<file path="config.mk">
export PLATFORM = sky130hd
export DESIGN_NAME = sdio_direct_responder
export DESIGN_NICKNAME = d
export VERILOG_FILES = /design/src/rtl/sdio_dr_pkg.sv /design/src/rtl/dr_decode.sv /design/src/rtl/dr_regs.sv /design/src/rtl/dr_status.sv /design/src/rtl/sdio_direct_responder.sv
export SDC_FILE = /design/constraint.sdc
export NUM_CORES = 1
export LEC_CHECK = 0
export ABC_AREA = 0
export BUFFER_PORTS_ARGS = -buffer_cell sky130_fd_sc_hd__buf_2
export CORE_MARGIN = 5
export CORE_UTILIZATION = 55
export DETAILED_ROUTE_END_ITERATION = 10
export GPL_TIMING_DRIVEN = 0
export PLACE_DENSITY = 0.89
export SYNTH_ARGS = -nofsm -noshare
export SYNTH_HDL_FRONTEND = slang
export SYNTH_HIERARCHICAL = 1
export SYNTH_SLANG_ARGS = --single-unit
</file>
<file path="constraint.sdc">
create_clock -name clk -period 4.7 [get_ports clk]
set_clock_uncertainty 0.15 [all_clocks]
set_input_delay 0.705 -clock clk [delete_from_list [all_inputs] [get_ports clk]]
set_output_delay 0.705 -clock clk [all_outputs]
set_load 0.05 [all_outputs]
</file>
<file path="src/rtl/sdio_dr_pkg.sv">
package sdio_dr_pkg;

    typedef enum logic [2:0] {
        T_NONE, T_REV, T_IEN, T_PEND, T_ABORT, T_BUS, T_CAPS, T_FBR
    } tgt_e;

    typedef struct packed {
        logic        wr;
        logic [2:0]  fn;
        logic        raw;
        logic [16:0] addr;
        logic [7:0]  wdata;
    } cmd_arg_t;

    typedef struct packed {
        tgt_e       tgt;
        logic [2:0] fsel;
        logic [1:0] slot;
        logic       fn_err;
        logic       rng_err;
        logic       ro_err;
    } dec_t;

    localparam logic [7:0] OFS_REV   = 8'h00;
    localparam logic [7:0] OFS_IEN   = 8'h04;
    localparam logic [7:0] OFS_PEND  = 8'h05;
    localparam logic [7:0] OFS_ABORT = 8'h06;
    localparam logic [7:0] OFS_BUS   = 8'h07;
    localparam logic [7:0] OFS_CAPS  = 8'h08;

    localparam logic [7:0] FOFS_IF   = 8'h00;
    localparam logic [7:0] FOFS_BLO  = 8'h10;
    localparam logic [7:0] FOFS_BHI  = 8'h11;

    localparam logic [1:0] ST_CMD    = 2'b01;
    localparam logic [1:0] ST_XFER   = 2'b10;

    function automatic logic [15:0] pack_status(logic crc, logic ill, logic [1:0] st,
                                                logic gen, logic fne, logic rng);
        return {crc, ill, st, gen, 1'b0, fne, rng, 8'h00};
    endfunction

endpackage

</file>
<file path="src/rtl/dr_decode.sv">
module dr_decode
    import sdio_dr_pkg::*;
#(
    parameter int NUM_FUNCS = 2
) (
    input  cmd_arg_t arg,
    output dec_t     dec
);
    localparam logic [3:0] NF4 = 4'(NUM_FUNCS);

    always_comb begin
        dec      = '0;
        dec.tgt  = T_NONE;
        dec.fsel = arg.addr[10:8];
        if ({1'b0, arg.fn} > NF4) begin
            dec.fn_err = 1'b1;
        end else if (arg.addr[16:12] != '0 || arg.addr[11:8] > NF4) begin
            dec.rng_err = 1'b1;
        end else if (arg.addr[11:8] == 4'd0) begin
            case (arg.addr[7:0])
                OFS_REV:   begin dec.tgt = T_REV;   dec.ro_err = arg.wr; end
                OFS_IEN:   dec.tgt = T_IEN;
                OFS_PEND:  begin dec.tgt = T_PEND;  dec.ro_err = arg.wr; end
                OFS_ABORT: dec.tgt = T_ABORT;
                OFS_BUS:   dec.tgt = T_BUS;
                OFS_CAPS:  begin dec.tgt = T_CAPS;  dec.ro_err = arg.wr; end
                default:   dec.rng_err = 1'b1;
            endcase
        end else begin
            case (arg.addr[7:0])
                FOFS_IF:  begin dec.tgt = T_FBR; dec.slot = 2'd0; end
                FOFS_BLO: begin dec.tgt = T_FBR; dec.slot = 2'd1; end
                FOFS_BHI: begin dec.tgt = T_FBR; dec.slot = 2'd2; end
                default:  dec.rng_err = 1'b1;
            endcase
        end
    end
endmodule

</file>
<file path="src/rtl/dr_regs.sv">
module dr_regs
    import sdio_dr_pkg::*;
#(
    parameter int         NUM_FUNCS = 2,
    parameter logic [7:0] REV_BYTE  = 8'h32,
    parameter logic [7:0] CAPS_BYTE = 8'h03
) (
    input  logic                 clk,
    input  logic                 rst,
    input  logic                 wr_en,
    input  tgt_e                 tgt,
    input  logic [2:0]           fsel,
    input  logic [1:0]           slot,
    input  logic [7:0]           wdata,
    input  logic [NUM_FUNCS-1:0] int_pend_i,
    output logic [7:0]           rd_old,
    output logic [7:0]           rd_new,
    output logic [1:0]           bus_width_o,
    output logic [NUM_FUNCS:0]   int_en_o,
    output logic [NUM_FUNCS-1:0] abort_o,
    output logic                 card_rst_o
);
    logic [NUM_FUNCS:0]   ien_q, ien_d;
    logic [1:0]           bw_q, bw_d;
    logic [23:0]          fbr_rd [NUM_FUNCS];
    logic [23:0]          fbr_sel;
    logic [7:0]           fbr_old, fbr_new;
    logic [NUM_FUNCS-1:0] abort_q;
    logic                 rst_q;

    // Per-function basic register storage
    for (genvar g = 1; g <= NUM_FUNCS; g++) begin : g_fbr
        logic [7:0] byte_q [3];
        logic       sel;
        assign sel = wr_en && tgt == T_FBR && fsel == 3'(g);
        always_ff @(posedge clk) begin
            if (rst) begin
                for (int s = 0; s < 3; s++) byte_q[s] <= 8'h00;
            end else if (sel) begin
                byte_q[slot] <= wdata;
            end
        end
        assign fbr_rd[g-1] = {byte_q[2], byte_q[1], byte_q[0]};
    end

    always_comb begin
        fbr_sel = '0;
        for (int i = 0; i < NUM_FUNCS; i++)
            if (fsel == 3'(i + 1)) fbr_sel = fbr_rd[i];
        fbr_old = fbr_sel[8*slot +: 8];
        fbr_new = (wr_en && tgt == T_FBR) ? wdata : fbr_old;
        ien_d   = (wr_en && tgt == T_IEN) ? wdata[NUM_FUNCS:0] : ien_q;
        bw_d    = (wr_en && tgt == T_BUS && wdata[1:0] != 2'b01) ? wdata[1:0] : bw_q;
    end

    function automatic logic [7:0] view(tgt_e t, logic [NUM_FUNCS:0] ien,
                                        logic [1:0] bw, logic [7:0] fb);
        case (t)
            T_REV:   return REV_BYTE;
            T_IEN:   return 8'(ien);
            T_PEND:  return 8'({int_pend_i, 1'b0});
            T_BUS:   return {6'b0, bw};
            T_CAPS:  return CAPS_BYTE;
            T_FBR:   return fb;
            default: return 8'h00;
        endcase
    endfunction

    assign rd_old = view(tgt, ien_q, bw_q, fbr_old);
    assign rd_new = view(tgt, ien_d, bw_d, fbr_new);

    always_ff @(posedge clk) begin
        if (rst) begin
            ien_q   <= '0;
            bw_q    <= 2'b00;
            abort_q <= '0;
            rst_q   <= 1'b0;
        end else begin
            ien_q   <= ien_d;
            bw_q    <= bw_d;
            abort_q <= '0;
            rst_q   <= 1'b0;
            if (wr_en && tgt == T_ABORT) begin
                rst_q <= wdata[3];
                for (int i = 0; i < NUM_FUNCS; i++)
                    abort_q[i] <= (wdata[2:0] == 3'(i + 1));
            end
        end
    end

    assign bus_width_o = bw_q;
    assign int_en_o    = ien_q;
    assign abort_o     = abort_q;
    assign card_rst_o  = rst_q;
endmodule

</file>
<file path="src/rtl/dr_status.sv">
module dr_status
    import sdio_dr_pkg::*;
(
    input  logic        clk,
    input  logic        rst,
    input  logic        cmd_vld_i,
    input  logic        crc_err_i,
    input  logic        illegal_i,
    input  logic        xfer_busy_i,
    input  logic        fn_err,
    input  logic        rng_err,
    input  logic        ro_err,
    input  logic [7:0]  data_i,
    output logic        rsp_vld_o,
    output logic [15:0] rsp_status_o,
    output logic [7:0]  rsp_data_o
);
    logic crc_q, ill_q;
    logic good;

    assign good = cmd_vld_i && !crc_err_i && !illegal_i;

    always_ff @(posedge clk) begin
        if (rst) begin
            crc_q        <= 1'b0;
            ill_q        <= 1'b0;
            rsp_vld_o    <= 1'b0;
            rsp_status_o <= '0;
            rsp_data_o   <= '0;
        end else begin
            rsp_vld_o <= good;
            if (cmd_vld_i && (crc_err_i || illegal_i)) begin
                crc_q <= crc_q | crc_err_i;
                ill_q <= ill_q | illegal_i;
            end else if (good) begin
                rsp_status_o <= pack_status(crc_q, ill_q,
                                            xfer_busy_i ? ST_XFER : ST_CMD,
                                            ro_err, fn_err, rng_err);
                rsp_data_o   <= data_i;
                crc_q        <= 1'b0;
                ill_q        <= 1'b0;
            end
        end
    end
endmodule

</file>
<file path="src/rtl/sdio_direct_responder.sv">
module sdio_direct_responder
    import sdio_dr_pkg::*;
#(
    parameter int         NUM_FUNCS = 2,
    parameter logic [7:0] REV_BYTE  = 8'h32,
    parameter logic [7:0] CAPS_BYTE = 8'h03
) (
    input  logic                 clk,
    input  logic                 rst,
    input  logic                 cmd_vld_i,
    input  logic [31:0]          cmd_arg_i,
    input  logic                 crc_err_i,
    input  logic                 illegal_i,
    input  logic                 xfer_busy_i,
    input  logic [NUM_FUNCS-1:0] int_pend_i,
    output logic                 rsp_vld_o,
    output logic [15:0]          rsp_status_o,
    output logic [7:0]           rsp_data_o,
    output logic [1:0]           bus_width_o,
    output logic [NUM_FUNCS:0]   int_en_o,
    output logic [NUM_FUNCS-1:0] abort_o,
    output logic                 card_rst_o
);
    cmd_arg_t   arg;
    dec_t       dec;
    logic       good, wr_en, blocked;
    logic [7:0] rd_old, rd_new, rsp_byte;
    logic [1:0] unused_stuff;

    assign arg          = {cmd_arg_i[31], cmd_arg_i[30:28], cmd_arg_i[27],
                           cmd_arg_i[25:9], cmd_arg_i[7:0]};
    assign unused_stuff = {cmd_arg_i[26], cmd_arg_i[8]};

    dr_decode #(.NUM_FUNCS(NUM_FUNCS)) u_dec (.arg(arg), .dec(dec));

    assign good    = cmd_vld_i && !crc_err_i && !illegal_i;
    assign blocked = dec.fn_err || dec.rng_err || dec.ro_err;
    assign wr_en   = good && arg.wr && !blocked;

    dr_regs #(
        .NUM_FUNCS(NUM_FUNCS), .REV_BYTE(REV_BYTE), .CAPS_BYTE(CAPS_BYTE)
    ) u_regs (
        .clk(clk), .rst(rst), .wr_en(wr_en), .tgt(dec.tgt), .fsel(dec.fsel),
        .slot(dec.slot), .wdata(arg.wdata), .int_pend_i(int_pend_i),
        .rd_old(rd_old), .rd_new(rd_new), .bus_width_o(bus_width_o),
        .int_en_o(int_en_o), .abort_o(abort_o), .card_rst_o(card_rst_o)
    );

    assign rsp_byte = (dec.fn_err || dec.rng_err) ? 8'h00 :
                      (arg.wr && arg.raw)         ? rd_new : rd_old;

    dr_status u_stat (
        .clk(clk), .rst(rst), .cmd_vld_i(cmd_vld_i), .crc_err_i(crc_err_i),
        .illegal_i(illegal_i), .xfer_busy_i(xfer_busy_i), .fn_err(dec.fn_err),
        .rng_err(dec.rng_err), .ro_err(dec.ro_err), .data_i(rsp_byte),
        .rsp_vld_o(rsp_vld_o), .rsp_status_o(rsp_status_o), .rsp_data_o(rsp_data_o)
    );
endmodule

</file>
### Yosys cells after proc, flatten, opt, wreduce, memory -nomap -nowiden

Memories as Yosys holds them, arrays and structs flattened.
Cells that the tools add are included.

| word-level totals | value |
|---|---|
| bits in registers | 26 |
| latch bits | 0 |
| RAM bits | 48 |
| bits in read-only memories | 0 |
| bits of input ports | 40 |
| output and inout bits | 33 |
| word-level logic and storage cells | 113 |
| memories | 2 |

| operators by class | value |
|---|---|
| $add $sub $neg | 0 |
| multiply operators | 0 |
| div/mod/pow operators | 0 |
| magnitude comparators | 2 |
| eq/ne operators | 19 |
| shift operators | 1 |
| multiplexer cells | 45 |
| bitwise logic cells | 4 |
| reduce and logical (&&, ||, !) cells | 31 |

Memories:

| memory | depth | bits a word | read ports | clocked after Yosys merged registers in | write ports | RTL line | source |
|---|---|---|---|---|---|---|---|
| u_regs.g_fbr[1].byte_q | 3 | 8 | 3 | 0 | 3 | dr_regs.sv:33 | `logic [7:0] byte_q [3];` |
| u_regs.g_fbr[2].byte_q | 3 | 8 | 3 | 0 | 3 | dr_regs.sv:33 |  |

Operator list:

| operator | number |
|---|---|
| $pmux W8 S6 | 2 |
| $mux W24 | 2 |
| $mux W8 | 5 |
| $eq A8 B3 Y1 const B | 4 |
| $shiftx A24 B6 Y8 | 1 |
| $mux W1 | 21 |
| $pmux W3 S6 | 1 |
| $eq A8 B5 Y1 const B | 2 |
| $mux W2 | 8 |
| $reduce_or A8 Y1 | 2 |
| $mux W3 | 5 |
| $logic_and A1 B1 Y1 | 13 |
| $eq A3 B2 Y1 const B | 4 |
| $eq A3 B3 Y1 const B | 4 |
| $eq A3 B1 Y1 const B | 3 |
| $eq A8 B4 Y1 const B | 1 |
| $logic_not A8 Y1 | 1 |
| $reduce_or A3 Y1 | 2 |
| $reduce_or A6 Y1 | 1 |
| $reduce_bool A5 Y1 | 1 |
| $gt A4 B2 Y1 const B | 1 |
| $logic_not A4 Y1 | 1 |
| $logic_or A1 B1 Y1 | 4 |
| $pmux W2 S2 | 1 |
| other kinds (8) | 12 |

### Logic depth before layout (Yosys ltp)

Gate-level depths: netlist (run 1).

| logic depth | value |
|---|---|
| depth after elaboration | 17 |
| gate-level depth with buffers | 17 |
| depth with buffers taken out | 15 |

### Modules after synthesis

The synthesis (run 1) kept the hierarchy.

Modules (own cells, without submodules):

| module | times used | cells an instance | area an instance (µm²) | seq. area each (µm²) |
|---|---|---|---|---|
| dr_regs | 1 | 283 | 2994.1 | 1601.5 |
| dr_status | 1 | 87 | 729.4 | 360.3 |
| dr_decode | 1 | 42 | 259.0 | 0.0 |
| sdio_direct_responder | 1 | 32 | 250.2 | 0.0 |

### Worst setup path after synthesis (run 1)

OpenSTA, ideal clock, no wires.

| path | value |
|---|---|
| kind | input to register |
| start point | input cmd_arg_i[17] |
| end point | memory u_regs.g_fbr[2].byte_q[0][0], enable pin |
| library setup time | 309 ps |
| data arrival time | 3101 ps |
| required time | 4241 ps |
| setup slack | 1140 ps |
| stages on the path | 13 |
| buffers on the path | 2 |
| path through | nor4_2 -> a31oi_1 -> nor2_1 -> a21oi_1 -> or2_1 -> buf_6 -> nor4_2 -> buf_4 -> nand4_1 -> nor2_1 -> nand2_1 -> nor2_1 -> or2_2 |

RTL lines:

| item | RTL line | source |
|---|---|---|
| start: declaration | sdio_direct_responder.sv:11 | `input logic [31:0] cmd_arg_i,` |
| end: declaration | dr_regs.sv:33 |  |

==> impl_metrics.ini, run 1 <==
[outcome]
status = finished, final reports clean

[sta]
setup_violations = 0
worstMarginPinSlew_ns = 0.611
min_period_over_period_pct = 89.8
fin_setup_tns_ns = 0
period_needed_ns = 4.22
finalMaxSlewViolations = 0
fmax_mhz = 237
max-slew-margin-rel_pct = 59.2
rsz0062_at_grt = false
hold_viol_final = 0

[clocking]
post-cts-setup-buffers = 0
insertion_delay_ns = 0.35
cts_buffers = 9
cts_tree = built
cts.clk_slew.worst_paths_ns = 0.08
cts_hold_buf = 0
cts_sinks = 74
cts_resized = 0
cts_root_buf = clkbuf_8
cts.path.max_buffers = 2
htreeDepth = 3

[yosys]
yosys_warnings = 6
synth_edf_count = 48
avgSynthCellArea_um2 = 9.53
synthArstFlopShare_pct = 0
netlist_instances = 444
yosysUniqueCellTypes = 60
ys_ff_latch = 74
synth-main-ff-cell = edfxtp_1
synthesis.area_mm2 = 0.00423
seq_area_frac_synth_pct = 46.3

[route]
drt.antenna.violating_nets = 0
vias = 3639
first_pass_iters = 5
avgRoutedWirePerCell_um = 16.1
met1Wirelength_mm = 4.26
wl_mm = 10.1
routed-wl-met2_mm = 4.77
top_layer = met4
dr.first_iter.drc_count = 422
drc = 0
met3_wirelength_um = 791
viasPerCell = 5.79

[die]
die_h_um = 97.7
die_w_um = 97.7
num_io_pins = 73
fp-row-count = 32
core_area_mm2 = 0.00761
die_area_mm2 = 0.00955
initial_core_util_pct = 55.6

[worst_hold_path]
hold_path.class = flop to flop
holdCritStartpoint = u_stat/crc_q
hold_path_depth = 2
holdPathEnd = u_stat/rsp_status_o[15]

[placed_design]
placed_area_mm2 = 0.00469
dp_hpwl_mm = 7.50
placement.io_buffers = 59
place_congestion = 0.930
dp.cells = 613

[finish]
fillers = 624
fin_cells = 629
diodes = 0
seq_area_mm2 = 0.00196
syn_to_final_growth_pct = 15.0
fin_area_mm2 = 0.00487
fin_nets = 562
drive_gt1_share_pct = 24.9
multi_input_comb_area_mm2 = 0.00196

[setup_path]
crit_arrival_ns = 4.11
crit_path_start_kind = input pin
critPathMaxFanout = 10
r2r_start = u_regs/g_fbr[2].byte_q[2][4]
worst-setup-path-type = input pin to flop
r2r_end = u_stat/rsp_data_o[4]
rr_worst_depth = 8
reg2reg_slack_ns = 2.75
required_ns = 4.59
end_kind = flop

[global_routing]
grt_pass1_wl_mm = 16.4
global_route.overflow_total = 0
grt_pass1_vias = 3529
antenna_found_initial = 0
track_usage_pct = 21.3
grt_max_degree = 13

[power]
power_density_mw_per_mm2 = 272
ir_drop_uv = 143
power.leakage_nw = 1.84

[job]
cap_violations = 0
==> final cells by class <==
class / instances / area share [%]
plain buffers: 44 / 6.35
clock buffers: 9 / 2.54
clock inverters: 7 / 1.23
inverters: 8 / 0.617
multi-input cells: 326 / 40.3
flip-flops and latches: 74 / 40.3
well taps: 102 / 2.62
repair buffers: 59 / 6.06
==> through the flow <==
step	power (mW)	hold slack, ns	util, %	setup slack [ns]
floorplan	0.828	0.278	-	1.14
global placement	0.870	0.289	61.6	0.396
detailed placement	0.876	0.297	61.6	0.304
CTS	1.33	0.309	64.0	0.626
global route	1.37	0.321	64.0	0.122
finish	1.33	0.308	64.0	0.481
==> layer usage <==
metal	up-vias	GRT usage, %
met1	1702	25.7
met4	0	11.0
li1	1746	-
met2	161	35.0
met3	30	5.46
met5	-	0
==> sequential cells by signal, summed over array words and instances, names as in the netlist <==
register	count
u_regs/abort_o	2
u_regs/bus_width_o	2
u_regs/card_rst_o	1
u_regs/g_fbr.byte_q	48
u_regs/int_en_o	3
u_stat/crc_q	1
u_stat/ill_q	1
u_stat/rsp_data_o	8
u_stat/rsp_status_o	7
u_stat/rsp_vld_o	1
==> cells in the final DEF, fill, tap and decap left out, types with 5 or more instances in the layout <==
master	netlist	routed
nand3_1	16	16
o221ai_1	5	5
nor2_1	31	31
nand2b_1	8	8
o21ai_0	12	12
conb_1	1	9
a221oi_1	12	12
edfxtp_1	48	48
buf_2	4	63
nand2_1	47	47
buf_4	17	17
dfxtp_1	26	26
nor4_1	5	5
clkbuf_8	0	9
or2_2	7	7
o21a_1	5	5
clkbuf_1	12	12
and2_1	42	42
buf_6	7	7
a21oi_1	34	34
a21bo_2	6	6
nor3_1	15	15
a22oi_1	9	9
inv_1	8	8
==> cells by family after synthesis <==
group                  after synthesis  share of synthesized area, %
AND/OR/NAND/NOR                    198                          25.6
AO/OA/AOI/OAI                      113                          18.5
flip-flops                          74                          46.3
buffers and inverters               52                          8.01
multiplexers                         6                          1.48
other                                1                        0.0886
==> power breakdown <==
group / switching [mW] / internal [mW] / leakage [nW] / total [mW]
Combinational: 0.0908 / 0.0499 / 1.09 / 0.141
Sequential: 0.00895 / 0.714 / 0.666 / 0.723
Clock: 0.226 / 0.238 / 0.0854 / 0.463
Total: 0.325 / 1.00 / 1.84 / 1.33
==> cell usage after synthesis, drive strengths merged (8+ instances only) <==
| library cell | count | area [um^2] |
|---|---|---|
| nand2 | 49 | 189 |
| edfxtp | 48 | 1440 |
| and2 | 42 | 263 |
| a21oi | 35 | 179 |
| buf | 32 | 264 |
| nor2 | 32 | 123 |
| dfxtp | 26 | 521 |
| nand3 | 16 | 80.1 |
| nor3 | 16 | 85.1 |
| o21ai | 14 | 70.1 |
| a221oi | 12 | 105 |
| clkbuf | 12 | 45.0 |
| a22oi | 9 | 67.6 |
| a21bo | 8 | 80.1 |
| inv | 8 | 30.0 |
| nand2b | 8 | 50.1 |
| or2 | 8 | 50.1 |
==> worst max-delay path by stage <==
stage / from / to / slack [ns] / cells past startpoint
CTS: cmd_arg_i[17] / u_regs/g_fbr[2].byte_q[2][4] / 0.63 / 14
global placement: cmd_arg_i[17] / u_regs/g_fbr[2].byte_q[2][4] / 0.40 / 14
global route: cmd_arg_i[17] / u_regs/g_fbr[2].byte_q[2][4] / 0.12 / 14
floorplan: cmd_arg_i[17] / u_regs/g_fbr[2].byte_q[0][0] / 1.14 / 13
detailed placement: cmd_arg_i[17] / u_regs/g_fbr[2].byte_q[2][5] / 0.30 / 14
finish: cmd_arg_i[17] / u_regs/g_fbr[2].byte_q[2][4] / 0.48 / 14
==> worst max-delay path, stage by stage <==
cell	delay [ns]
buf_2	0.13
nor4_2	0.41
a31oi_1	0.10
nor2_1	0.14
a21oi_1	0.10
or2_1	0.24
buf_6	0.14
nor4_2	0.26
buf_4	0.23
nand4_1	0.29
nor2_1	0.31
nand2_1	0.28
nor2_1	0.44
or2_2	0.32
Power figures use the tool's default switching activity.
==> inputs of run 2 (changes only) <==
Clock period 4.7 ns to 4.2 ns, I/O delays scaled along.
==> run 2 against run 1 <==
Critical path depth unchanged. Total power increased by 12%. Wire length increased by 0.43%. Setup slack got worse by 0.16 ns. Combinational power increased by 12%. Via count increased by 1.3%. Critical path type unchanged.
==> impl_metrics.ini, run 2 (same netlist as run 1, synthesis figures left out) <==
[outcome]
status = finished, final reports clean

[setup_path]
critPathMaxFanout = 10
r2r_start = u_regs/g_fbr[2].byte_q[2][4]
r2r_end = u_stat/rsp_data_o[4]
required_ns = 4.08
crit_arrival_ns = 3.77
cp_common_cell = nor4_2
path_buf_inv = 4
cp_slowest_cell = nor4_2
cp_top_family = simple AND/OR/NAND/NOR gates
worst-setup-path-type = input pin to flop
rr_worst_depth = 8
crit_path_start_kind = input pin
cpPeakStageDelay_ns = 0.41
crit_chain = buf_2, nor4_2, a31oi_1, nor2_1, a21oi_1, or2_1, buf_6, nor4_2, buf_4, nand4_1, nor2_2, and3b_1, clkbuf_1, or2_2
reg2reg_slack_ns = 2.24
end_kind = flop

[global_routing]
antenna_found_initial = 0
met2_usage_pct = 35.0
use_met1_pct = 25.7
global_route.usage.met3_pct = 5.46
global_route.overflow_total = 0
grt_pass1_wl_mm = 16.4
grt_max_degree = 13
grt_pass1_vias = 3529
top_usage_layer = met2
track_usage_pct = 21.3

[route]
viasPerCell = 5.83
wl_mm = 10.2
first_pass_iters = 5
vias = 3686
avgRoutedWirePerCell_um = 16.1
drt.antenna.violating_nets = 0
dr.first_iter.drc_count = 455
drc = 0

[finish]
layout_common_cells = buf_2, edfxtp_1, nand2_1
fin_cells = 632
reg.largest.list = u_regs/g_fbr.byte_q (48), u_stat/rsp_data_o (8), u_stat/rsp_status_o (7)
diodes = 0
fin_area_mm2 = 0.00492
syn_to_final_growth_pct = 16.2
drive_gt1_share_pct = 26.4
largest_reg_flops = 48
fin_nets = 565
fin_util_pct = 64.6
regMostFlops = u_regs/g_fbr.byte_q
final_common_cell = buf_2

[sta]
holdWs_ns = 0.307
fin_setup_tns_ns = 0
setup_ws_ns = 0.318
min_period_over_period_pct = 92.4
rsz0062_at_grt = false
hold_viol_final = 0
max-slew-margin-rel_pct = 57.6
fmax_mhz = 258
worstMarginPinSlew_ns = 0.634
setup_violations = 0
finalMaxSlewViolations = 0
period_needed_ns = 3.88

[die]
die_area_mm2 = 0.00955
core_area_mm2 = 0.00761
die_h_um = 97.7
initial_core_util_pct = 55.6
num_io_pins = 73
die_w_um = 97.7
fp-row-count = 32

[placed_design]
pre_cts_ws_ns = -0.121
placed_area_mm2 = 0.00469
dp_hpwl_mm = 7.50
dp.cells = 613
place_congestion = 0.930
placement.io_buffers = 59

[clocking]
cts_buffers = 9
cts_root_buf = clkbuf_8
insertion_delay_ns = 0.34
cts.path.max_buffers = 2
cts_tree = built
htreeDepth = 3
cts.clk_slew.worst_paths_ns = 0.07
cts_sinks = 74

[power]
ir_drop_uv = 156
total_power_mw = 1.48
power_density_mw_per_mm2 = 301
power.leakage_nw = 1.85

[worst_hold_path]
hold_path_depth = 2
holdPathEnd = u_stat/rsp_status_o[14]
hold_path.class = flop to flop
holdCritStartpoint = u_stat/rsp_status_o[14]

[job]
cap_violations = 0
-- run 2: cell types whose count changed in the layout (fill, tap and decap cells not counted) --
cell / delta
buf_4: +3
nand2_1: -1
nand2_2: +1
nor2_1: -5
nor2_2: +3
nor2_4: +2
-- run 2: area by class of cell --
cell class,instances,area (um^2)
plain buffers,44,309
clock buffers,9,124
clock inverters,7,60.1
fillers,613,2690
inverters,8,30.0
multi-input cells,326,1990
flip-flops and latches,74,1960
well taps,102,128
repair buffers,62,318
-- run 2: worst min-delay path, delay by kind of cell, from the launching register on --
family          cells  cell delay [ns]
flops               1             0.32
simple gates        1             0.05
compound gates      1             0.05
-- run 2: worst max-delay path by stage --
stage / to / slack (ns) / start / depth (start not counted)
after global routing: u_regs/g_fbr[1].byte_q[1][5] / 0.04 / cmd_arg_i[17] / 14
after detailed placement: u_regs/g_fbr[2].byte_q[2][5] / -0.12 / cmd_arg_i[17] / 14
after floorplan: u_regs/g_fbr[2].byte_q[0][0] / 0.72 / cmd_arg_i[17] / 13
final: u_regs/g_fbr[1].byte_q[1][5] / 0.32 / cmd_arg_i[17] / 14
after global placement: u_regs/g_fbr[2].byte_q[2][4] / -0.03 / cmd_arg_i[17] / 14
after CTS: u_regs/g_fbr[2].byte_q[2][4] / 0.20 / cmd_arg_i[17] / 14
-- run 2: what timing repair did --
action,4_1_cts,5_1_grt
buffers inserted,0,3
endpoints found under the setup margin,0,48
hold buffers,0,0
gates resized for setup,0,8
-- run 2: metal layers --
layer  wire [um]  up-vias
li1            -     1747
met1        4160     1719
met2        4850      188
met3         889       32
met4         280        0
met5           0        -
-- run 2: report_power, final --
part / internal, mW / total [mW] / switching (mW)
combinational: 0.0559 / 0.158 / 0.102
sequential: 0.799 / 0.808 / 0.00994
clock: 0.266 / 0.515 / 0.249
total: 1.12 / 1.48 / 0.361
